### src/rtl/sc_core_pkg.sv
package sc_core_pkg;

  localparam logic [5:0] OPC_RFMT  = 6'b000000;
  localparam logic [5:0] OPC_LOAD  = 6'b100011;
  localparam logic [5:0] OPC_STORE = 6'b101011;
  localparam logic [5:0] OPC_BEQ   = 6'b000100;
  localparam logic [5:0] OPC_JUMP  = 6'b000010;

  localparam logic [5:0] FN_ADD = 6'b100000;
  localparam logic [5:0] FN_SUB = 6'b100010;
  localparam logic [5:0] FN_AND = 6'b100100;
  localparam logic [5:0] FN_OR  = 6'b100101;
  localparam logic [5:0] FN_SLT = 6'b101010;

  typedef enum logic [1:0] {
    OPCLS_ADD   = 2'b00,
    OPCLS_SUB   = 2'b01,
    OPCLS_FUNCT = 2'b10
  } op_class_e;

  typedef enum logic [3:0] {
    ALU_AND = 4'b0000,
    ALU_OR  = 4'b0001,
    ALU_ADD = 4'b0010,
    ALU_SUB = 4'b0110,
    ALU_SLT = 4'b0111
  } alu_code_e;

  typedef struct packed {
    logic      reg_we;
    logic      dst_rd;
    logic      src_imm;
    logic      mem_we;
    logic      mem_to_reg;
    logic      branch;
    logic      jump;
    op_class_e op_class;
  } ctrl_t;

endpackage

### src/rtl/sc_core_ctrl.sv
module sc_core_ctrl
  import sc_core_pkg::*;
(
  input  logic [5:0] opcode_i,
  output ctrl_t      ctrl_o
);
  always_comb begin
    ctrl_o = '{reg_we: 1'b0, dst_rd: 1'b0, src_imm: 1'b0, mem_we: 1'b0,
               mem_to_reg: 1'b0, branch: 1'b0, jump: 1'b0, op_class: OPCLS_ADD};
    case (opcode_i)
      OPC_RFMT: begin
        ctrl_o.reg_we   = 1'b1;
        ctrl_o.dst_rd   = 1'b1;
        ctrl_o.op_class = OPCLS_FUNCT;
      end
      OPC_LOAD: begin
        ctrl_o.reg_we     = 1'b1;
        ctrl_o.src_imm    = 1'b1;
        ctrl_o.mem_to_reg = 1'b1;
      end
      OPC_STORE: begin
        ctrl_o.src_imm = 1'b1;
        ctrl_o.mem_we  = 1'b1;
      end
      OPC_BEQ: begin
        ctrl_o.branch   = 1'b1;
        ctrl_o.op_class = OPCLS_SUB;
      end
      OPC_JUMP: ctrl_o.jump = 1'b1;
      default: ;
    endcase
  end
endmodule

### src/rtl/sc_core_alu_dec.sv
module sc_core_alu_dec
  import sc_core_pkg::*;
(
  input  op_class_e op_class_i,
  input  logic [5:0] funct_i,
  output alu_code_e  alu_code_o,
  output logic       funct_ok_o
);
  always_comb begin
    alu_code_o = ALU_ADD;
    funct_ok_o = 1'b1;
    case (op_class_i)
      OPCLS_ADD: alu_code_o = ALU_ADD;
      OPCLS_SUB: alu_code_o = ALU_SUB;
      OPCLS_FUNCT: begin
        case (funct_i)
          FN_ADD:  alu_code_o = ALU_ADD;
          FN_SUB:  alu_code_o = ALU_SUB;
          FN_AND:  alu_code_o = ALU_AND;
          FN_OR:   alu_code_o = ALU_OR;
          FN_SLT:  alu_code_o = ALU_SLT;
          default: funct_ok_o = 1'b0;
        endcase
      end
      default: alu_code_o = ALU_ADD;
    endcase
  end
endmodule

### src/rtl/sc_core_alu.sv
module sc_core_alu
  import sc_core_pkg::*;
#(
  parameter int unsigned XLEN = 32
) (
  input  logic [XLEN-1:0] a_i,
  input  logic [XLEN-1:0] b_i,
  input  alu_code_e       code_i,
  output logic [XLEN-1:0] result_o,
  output logic            zero_o
);
  logic lt_signed;
  assign lt_signed = $signed(a_i) < $signed(b_i);

  always_comb begin
    case (code_i)
      ALU_AND: result_o = a_i & b_i;
      ALU_OR:  result_o = a_i | b_i;
      ALU_ADD: result_o = a_i + b_i;
      ALU_SUB: result_o = a_i - b_i;
      ALU_SLT: result_o = {{(XLEN-1){1'b0}}, lt_signed};
      default: result_o = '0;
    endcase
  end

  assign zero_o = (result_o == '0);

  // set-less-than yields a pure boolean
  always_comb begin
    if (code_i == ALU_SLT) begin
      a_r6_slt_bool: assert (result_o[XLEN-1:1] == '0);
    end
  end
endmodule

### src/rtl/sc_core_regfile.sv
module sc_core_regfile #(
  parameter int unsigned XLEN  = 32,
  parameter int unsigned NREGS = 32,
  localparam int unsigned AW   = $clog2(NREGS)
) (
  input  logic            clk_i,
  input  logic [AW-1:0]   raddr_a_i,
  input  logic [AW-1:0]   raddr_b_i,
  output logic [XLEN-1:0] rdata_a_o,
  output logic [XLEN-1:0] rdata_b_o,
  input  logic            we_i,
  input  logic [AW-1:0]   waddr_i,
  input  logic [XLEN-1:0] wdata_i
);
  logic [XLEN-1:0] regs [NREGS];

  always_ff @(posedge clk_i) begin
    if (we_i && (waddr_i != '0)) regs[waddr_i] <= wdata_i;
  end

  assign rdata_a_o = (raddr_a_i == '0) ? '0 : regs[raddr_a_i];
  assign rdata_b_o = (raddr_b_i == '0) ? '0 : regs[raddr_b_i];
endmodule

### src/rtl/sc_core.sv
module sc_core
  import sc_core_pkg::*;
#(
  parameter int unsigned XLEN     = 32,
  parameter int unsigned NREGS    = 32,
  parameter logic [31:0] RESET_PC = 32'h0
) (
  input  logic        clk_i,
  input  logic        rst_ni,
  output logic [31:0] imem_addr_o,
  input  logic [31:0] imem_rdata_i,
  output logic [31:0] dmem_addr_o,
  output logic [31:0] dmem_wdata_o,
  output logic        dmem_we_o,
  input  logic [31:0] dmem_rdata_i
);
  localparam int unsigned AW = $clog2(NREGS);

  logic [XLEN-1:0] pc_q, pc_next, pc_plus4, br_target, jmp_target;
  logic [XLEN-1:0] imm_ext, rs_val, rt_val, alu_b, alu_res, wb_data;
  logic [31:0]     instr;
  logic [5:0]      opcode, funct;
  logic [AW-1:0]   rs_idx, rt_idx, rd_idx, waddr;
  ctrl_t           ctrl;
  alu_code_e       alu_code;
  logic            funct_ok, alu_zero, br_taken, rf_we;

  assign instr  = imem_rdata_i;
  assign opcode = instr[31:26];
  assign funct  = instr[5:0];
  assign rs_idx = instr[25:21];
  assign rt_idx = instr[20:16];
  assign rd_idx = instr[15:11];

  sc_core_ctrl u_ctrl (
    .opcode_i (opcode),
    .ctrl_o   (ctrl)
  );

  sc_core_alu_dec u_alu_dec (
    .op_class_i (ctrl.op_class),
    .funct_i    (funct),
    .alu_code_o (alu_code),
    .funct_ok_o (funct_ok)
  );

  assign waddr = ctrl.dst_rd ? rd_idx : rt_idx;
  assign rf_we = ctrl.reg_we & funct_ok & rst_ni;

  sc_core_regfile #(.XLEN(XLEN), .NREGS(NREGS)) u_rf (
    .clk_i     (clk_i),
    .raddr_a_i (rs_idx),
    .raddr_b_i (rt_idx),
    .rdata_a_o (rs_val),
    .rdata_b_o (rt_val),
    .we_i      (rf_we),
    .waddr_i   (waddr),
    .wdata_i   (wb_data)
  );

  assign imm_ext = {{(XLEN-16){instr[15]}}, instr[15:0]};
  assign alu_b   = ctrl.src_imm ? imm_ext : rt_val;

  sc_core_alu #(.XLEN(XLEN)) u_alu (
    .a_i      (rs_val),
    .b_i      (alu_b),
    .code_i   (alu_code),
    .result_o (alu_res),
    .zero_o   (alu_zero)
  );

  assign wb_data = ctrl.mem_to_reg ? dmem_rdata_i : alu_res;

  // next-PC selection
  assign pc_plus4   = pc_q + XLEN'(4);
  assign br_target  = pc_plus4 + {imm_ext[XLEN-3:0], 2'b00};
  assign jmp_target = {pc_q[XLEN-1:XLEN-4], instr[25:0], 2'b00};
  assign br_taken   = ctrl.branch & alu_zero;

  always_comb begin
    if (ctrl.jump)     pc_next = jmp_target;
    else if (br_taken) pc_next = br_target;
    else               pc_next = pc_plus4;
  end

  always_ff @(posedge clk_i or negedge rst_ni) begin
    if (!rst_ni) pc_q <= RESET_PC;
    else         pc_q <= pc_next;
  end

  assign imem_addr_o  = pc_q;
  assign dmem_addr_o  = alu_res;
  assign dmem_wdata_o = rt_val;
  assign dmem_we_o    = ctrl.mem_we & rst_ni;

  a_r2_seq_pc: assert property (@(posedge clk_i) disable iff (!rst_ni)
    (!ctrl.jump && !(ctrl.branch && rs_val == rt_val)) |=> (pc_q == $past(pc_q) + XLEN'(4)));

  a_r8_beq_taken: assert property (@(posedge clk_i) disable iff (!rst_ni)
    (opcode == OPC_BEQ && rs_val == rt_val) |=>
      (pc_q == $past(pc_q) + XLEN'(4) + ($past(imm_ext) << 2)));

  a_r9_jump: assert property (@(posedge clk_i) disable iff (!rst_ni)
    (opcode == OPC_JUMP) |=>
      (pc_q[XLEN-5:0] == {$past(imem_rdata_i[25:0]), 2'b00}
       && pc_q[XLEN-1:XLEN-4] == $past(pc_q[XLEN-1:XLEN-4])));

  a_r7_mem_add: assert property (@(posedge clk_i) disable iff (!rst_ni)
    (opcode == OPC_LOAD || opcode == OPC_STORE) |-> (alu_code == ALU_ADD));

  a_r4_store_no_regwrite: assert property (@(posedge clk_i) disable iff (!rst_ni)
    dmem_we_o |-> !rf_we);

  a_r10_zero_src: assert property (@(posedge clk_i) disable iff (!rst_ni)
    (dmem_we_o && rt_idx == '0) |-> (dmem_wdata_o == '0));
endmodule

### config.mk
export PLATFORM = sky130hd
export DESIGN_NAME = sc_core
export DESIGN_NICKNAME = d
export VERILOG_FILES = /design/src/rtl/sc_core_pkg.sv /design/src/rtl/sc_core_ctrl.sv /design/src/rtl/sc_core_alu_dec.sv /design/src/rtl/sc_core_alu.sv /design/src/rtl/sc_core_regfile.sv /design/src/rtl/sc_core.sv
export SDC_FILE = /design/constraint.sdc
export NUM_CORES = 2
export LEC_CHECK = 0
export BUFFER_PORTS_ARGS = -buffer_cell sky130_fd_sc_hd__buf_2
export CAP_MARGIN = 15
export CORE_MARGIN = 1
export CORE_UTILIZATION = 30
export CTS_BUF_LIST = sky130_fd_sc_hd__clkbuf_16
export DETAILED_ROUTE_END_ITERATION = 7
export PLACE_DENSITY = 0.48
export SLEW_MARGIN = 40
export SYNTH_ARGS = -nofsm -noshare
export SYNTH_HDL_FRONTEND = slang
export SYNTH_SLANG_ARGS = --single-unit
### constraint.sdc
create_clock -name clk_i -period 16.6 [get_ports clk_i]
set_clock_uncertainty 0.15 [all_clocks]
set_input_delay 3.32 -clock clk_i [delete_from_list [all_inputs] [get_ports clk_i]]
set_output_delay 3.32 -clock clk_i [all_outputs]
set_load 0.1 [all_outputs]
After elaboration in Yosys (flattened, before gate mapping)
Memories as Yosys holds them, arrays and structs flattened. Cells that the tools add are included.

$add $sub $neg: 4. Bitwise gates (word level): 6. Reduce and logical (&&, ||, !) cells: 10. $lt $le $gt $ge: 1. Equality and inequality tests: 15. Multiplexer cells: 22.

Operators by type and width (number): 2-to-1 mux 32 bit (5); one-hot mux 32 bit (5 select lines) (1); adder 32 bit (2); equality test 6 bit (second input constant) (7); adder 32 x 3 -> 32 bit (second input constant) (1); bitwise AND 32 bit (1); zero test 32 bit (1); less-than comparator 32 bit (1); bitwise OR 32 bit (1); subtractor 32 bit (1); 2-to-1 mux 28 bit (1); one-hot mux 3 bit (4 select lines) (1); 2-to-1 mux 1 bit (11); zero test 5 bit (2); equality test 4 x 3 -> 1 bit (second input constant) (2); one-hot mux 4 bit (2 select lines) (1); equality test 6 x 2 -> 1 bit (second input constant) (1); equality test 6 x 3 -> 1 bit (second input constant) (1); zero test 6 bit (1); 2-to-1 mux 5 bit (1); nonzero test 5 bit (1); OR reduction 5 bit (1); bitwise AND 1 bit (4); equality test 4 x 1 -> 1 bit (second input constant) (1); 7 further kinds (8).

Output and inout port bits: 97. Memories kept: 1. Word-level logic and storage cells: 61. Register bits after elaboration: 32. Bits in writable memories: 1024.

Memory list: u_rf.regs (words 32, width 32, rd ports 2, clocked after memory_dff 0, wr ports 1, RTL line sc_core_regfile.sv:15) `logic [XLEN-1:0] regs [NREGS];`.

Logic depth before layout (Yosys ltp)
Word-level depth: 10. Mapped depth: 28. Gate-level depth less buffers: 22.

Modules after synthesis
From an unflattened synthesis, not the netlist that was laid out.

Cell total of the unflattened synthesis: 3975. Area total of the unflattened synthesis: 58112.0 um2.

By module, submodules not included: sc_core_regfile (area an instance 47929.7 um2, instances 1, cells an instance 2564, seq. area each 30749.5 um2); sc_core_alu (area an instance 5422.7 um2, instances 1, cells an instance 798, seq. area each 0.0 um2); sc_core (area an instance 4484.3 um2, instances 1, cells an instance 576, seq. area each 750.7 um2); sc_core_alu_dec (area an instance 170.2 um2, instances 1, cells an instance 22, seq. area each 0.0 um2); sc_core_ctrl (area an instance 105.1 um2, instances 1, cells an instance 15, seq. area each 0.0 um2).

Worst setup path before layout
Ideal clock, no wire load.

Path kind: input-to-output. Start point: in imem_rdata_i[16]. End point: out dmem_addr_o[23]. Arrival time: 11.227 ns. Data required time: 13.130 ns. Slack: 1.903 ns. Stages: 17. Buffers on the path: 4. Path through: clkbuf_1 -> clkbuf_1 -> buf_1 -> mux4_2 -> mux4_2 -> mux2i_1 -> nor2_1 -> a21oi_1 -> ha_1 -> buf_2 -> nand3_1 -> o211ai_1 -> a21oi_1 -> o31ai_1 -> o21ai_0 -> a31oi_1 -> o41ai_1.

Cells in the longest elaborated chain, start to end: 5.

RTL lines: start, declared (RTL line sc_core.sv:11) `input logic [31:0] imem_rdata_i,`; memory read (32 x 32 bit) / zero test 5 bit (equally long branches); 2-to-1 mux 32 bit (*) (RTL line sc_core_regfile.sv:22) `assign rdata_b_o = (raddr_b_i == '0) ? '0 : regs[raddr_b_i];`; named net dmem_wdata_o[15] (RTL line sc_core.sv:13) `output logic [31:0] dmem_wdata_o,`; 2-to-1 mux 32 bit (*) (RTL line sc_core.sv:62) `assign alu_b = ctrl.src_imm ? imm_ext : rt_val;`; subtractor 32 bit / adder 32 bit (equally long branches) (RTL line sc_core_alu.sv:20, sc_core_alu.sv:19); one-hot mux 32 bit (5 select lines) (*) (RTL line sc_core_alu.sv:16) `case (code_i)`; end, declared (RTL line sc_core.sv:12) `output logic [31:0] dmem_addr_o,`.

Mark *: on every way through the listed nets, which the timed path passes. The rest lies on a longest branch.

Worst setup path after layout
Start point: in imem_rdata_i[16]. End point: out dmem_addr_o[31].

Cells in the longest elaborated chain, start to end: 5.

RTL lines: memory read (32 x 32 bit) / zero test 5 bit (equally long branches); 2-to-1 mux 32 bit (*) (RTL line sc_core_regfile.sv:22); 2-to-1 mux 32 bit (*) (RTL line sc_core.sv:62); subtractor 32 bit, or another cell as far along (RTL line sc_core_alu.sv:20) `ALU_SUB: result_o = a_i - b_i;`; one-hot mux 32 bit (5 select lines) (*) (RTL line sc_core_alu.sv:16).

Mark *: on every way between the ends. The rest lies on a longest branch, timed or not.

==> reports/metrics.csv <==
metric,value,unit
grt.met3_usage,0.0258,
crit_path_max_fanout,38,
avgSynthCellArea,16.0,um2
synth_flop_cell,edfxtp_1,
gp_congestion,0.905,
ant_nets,0,
yosysSeqAreaShare,0.557,
core_area,188000,um2
grt_pass1_wl,278000,um
cpMaxStageDelayCell,mux2i_1,
cpMostUsedCell,a21oi_1,
endpoint_kind,output port,
cp-startpoint,imem_rdata_i[16],
portBuffers,160,
ys.warnings.count,0,
fin_ws,2.83,ns
worst_slew_pin_slew,0.905,ns
p_per_area,126,nW/um2
ios,163,
hp-class,reg -> reg,
switchingPower,2.84,mW
drtIter0Drc,3890,
std_cell_rows,159,
mostFrequentLayoutCell,edfxtp_1,
wire_per_inst,31.6,um
final_cell_mix,"1024 x edfxtp_1, 554 x mux4_2, 187 x nor2_1, 164 x a21oi_1, 151 x buf_2",
die_h,436,um
synth-edff-count,1024,
grt_most_used_layer,met2,
hold_start,imem_addr_o[31],
critical_path.startpoint_type,input port,
grt_start_max_net_pins,106,
post-route-util,0.345,
route.detailed.drc,0,
cts_tree,built,
post_cts.repair.setup_buffers,0,
crit_required,13.13,ns
hpwl,116000,um
fmax,0.0726,GHz
seq_power_share,0.412,
p_int,5.29,mW
grt_use_total,0.206,
drv_cap,0,
synth_seq_cells,1054,
drv_slew,0,
rsz0062_at_grt,false,
vias,35900,
crit_buf_inv,4,
finalHoldViolCount,0,
hold_buffers,0,
grt_pass1_vias,35900,
ir_drop,0.143,mV
sw_frac_of_total,0.349,
wl,198000,um
r2r-start,u_rf.regs[2][0],
die_w,436,um
status,"finished, final reports clean",
synth-async-reset-ratio,0.0285,
critical_path_arrival,10.30,ns
cts_buffer_depth,3,
setup_viol,0,
critPathMaxStageDelay,0.66,ns
use_met1,0.283,
fin_tns_setup,0,ns
overflow,0,
drive_gt1_frac,0.301,
cts_buffers,111,
postCtsResizedCells,0,
min_period,13.77,ns
dp_slack,2.89,ns
pwr-share-comb,0.284,
first_pass_iters,5,
clk_pin_slew,0.06,ns
p_leak,21.6,nW
dieArea,190000,um2
syn_inst,3527,
syn_area,56600,um2
area_delta_synth_final,14.5,%
clockRootBuffer,clkbuf_16,
synth_cell_types,92,
slew_headroom,0.380,
nets,3888,
clockPowerShare,0.304,
htree_levels,3,
antenna_found_initial,9,
cp_cell_sequence,"buf_8, buf_16, buf_4, mux4_2, mux4_2, mux2i_1, nor3_1, a21oi_1, ha_1, a21oi_1, nor3_1, a2111oi_2, a21oi_1, o211ai_1, o41ai_1, xnor2_1, o2111ai_1, buf_2",
crit_family,compound AO/OA/AOI/OAI gates,
insertion_delay,0.77,ns
clock_sinks,1054,
use_met2,0.340,
crit_type,in -> out,
routed_via_density,5.71,
fin_crit_sh,0.829,
initial_utilization,0.302,
==> final cells by class <==
class	instances	area (um2)
fillers	17900	123000
clock buffers	111	2780
well taps	2495	3120
repair buffers	266	1960
inverters	121	454
multi-input cells	2137	24200
clock inverters	93	793
diodes	2	5.00
flip-flops and latches	1054	31500
==> per-layer routing <==
layer,vias to the layer above,wire [um]
li1,14900,-
met1,19300,84800
met2,1435,95800
met3,232,12700
met4,4,4830
met5,-,31
==> flip-flops by register name (all words and copies together) (netlist names) <==
name	flops
u_rf.regs	1024
imem_addr_o	30
==> power groups by stage <==
| stage | clock network (mW) | registers (mW) | logic (mW) |
|---|---|---|---|
| 5_1_grt | 2.61 | 3.36 | 2.44 |
| 4_1_cts | 2.52 | 3.35 | 2.29 |
| 6_report | 2.47 | 3.35 | 2.31 |
| 3_3_place_gp | 0 | 3.41 | 2.26 |
| 2_1_floorplan | 0 | 3.55 | 1.44 |
| 3_5_place_dp | 0 | 3.41 | 2.29 |
==> Yosys cell counts (all sizes together), types with 6 or more instances <==
library cell	number	area, um2
a211oi	22	175
edfxtp	1024	30700
a21o	32	240
o2111ai	6	52.6
a211o	18	158
nor4	14	109
xnor2	43	377
a22o	18	158
mux2i	150	1500
clkbuf	155	582
o211ai	20	155
or3	30	188
and3	12	75.1
o31ai	15	118
a31oi	16	100
nor2	220	842
nor2b	27	169
a41oi	7	61.3
inv	121	454
o22ai	25	156
dfrtp	30	751
a221oi	26	245
or2	9	56.3
a21oi	171	856
a2111oi	9	91.3
nor3	76	380
buf	93	438
mux2	68	766
o21ai	64	324
a221o	12	120
xor2	14	123
ha	128	1600
nand2b	18	113
nand3	41	223
o21bai	10	75.1
o221ai	34	298
or4	7	52.6
nand4	16	100
and2	10	62.6
nand2	90	338
mux4	554	12500
==> worst paths after layout <==
kind,end,slack (ns),depth (start not counted)
worst max register to register,imem_addr_o[31],8.72,21
max in group asynchronous,imem_addr_o[19],13.51,2
worst max-delay path,dmem_addr_o[31],2.83,18
min in group asynchronous,imem_addr_o[31],2.45,2
worst min-delay path,imem_addr_o[31],0.43,2
worst min register to register,imem_addr_o[31],0.43,2
==> metrics by stage <==
| step | cells | power (mW) | area (um2) | hold WS (ns) |
|---|---|---|---|---|
| 2_1_floorplan | 3560 | 4.99 | 56700 | 0.868 |
| 3_3_place_gp | 6066 | 5.67 | 60900 | 0.409 |
| 3_5_place_dp | 6071 | 5.70 | 61100 | 0.423 |
| 4_1_cts | 6275 | 8.16 | 64700 | 0.438 |
| 5_1_grt | 6278 | 8.41 | 64800 | 0.507 |
| 6_report | 6279 | 8.13 | 64800 | 0.434 |
==> worst register-to-register path: stages (launching register included) <==
cell and delay [ns]:
edfxtp_1 0.40, mux4_2 0.49, mux4_2 0.51, mux2i_1 0.70
nor3_1 0.10, a21o_1 0.22, ha_1 0.21, inv_1 0.08
fa_1 0.22, nand2b_1 0.09, a221oi_1 0.56, o311ai_1 0.38
a21oi_1 0.51, a21oi_1 0.25, o21ba_1 0.27, mux2i_1 0.12
or3_1 0.47, nor4_2 0.76, nand3_4 0.29, nor2_8 0.58
mux2_1 0.38, o2111ai_1 0.08
==> cell families (layout without fill, tap and decap cells) <==
family / count (synthesis) / count (layout) / synth area share
AND/OR/NAND/NOR: 589 / 589 / 0.0506
XOR/XNOR: 57 / 57 / 0.00882
buffers and inverters: 369 / 591 / 0.0260
adder cells (fa/ha/maj): 131 / 131 / 0.0294
AO/OA/AOI/OAI: 554 / 554 / 0.0678
multiplexers: 772 / 772 / 0.261
flip-flops: 1054 / 1054 / 0.557
other: 1 / 36 / 0.0000663
No activity file was read; power rests on OpenSTA's default activity.
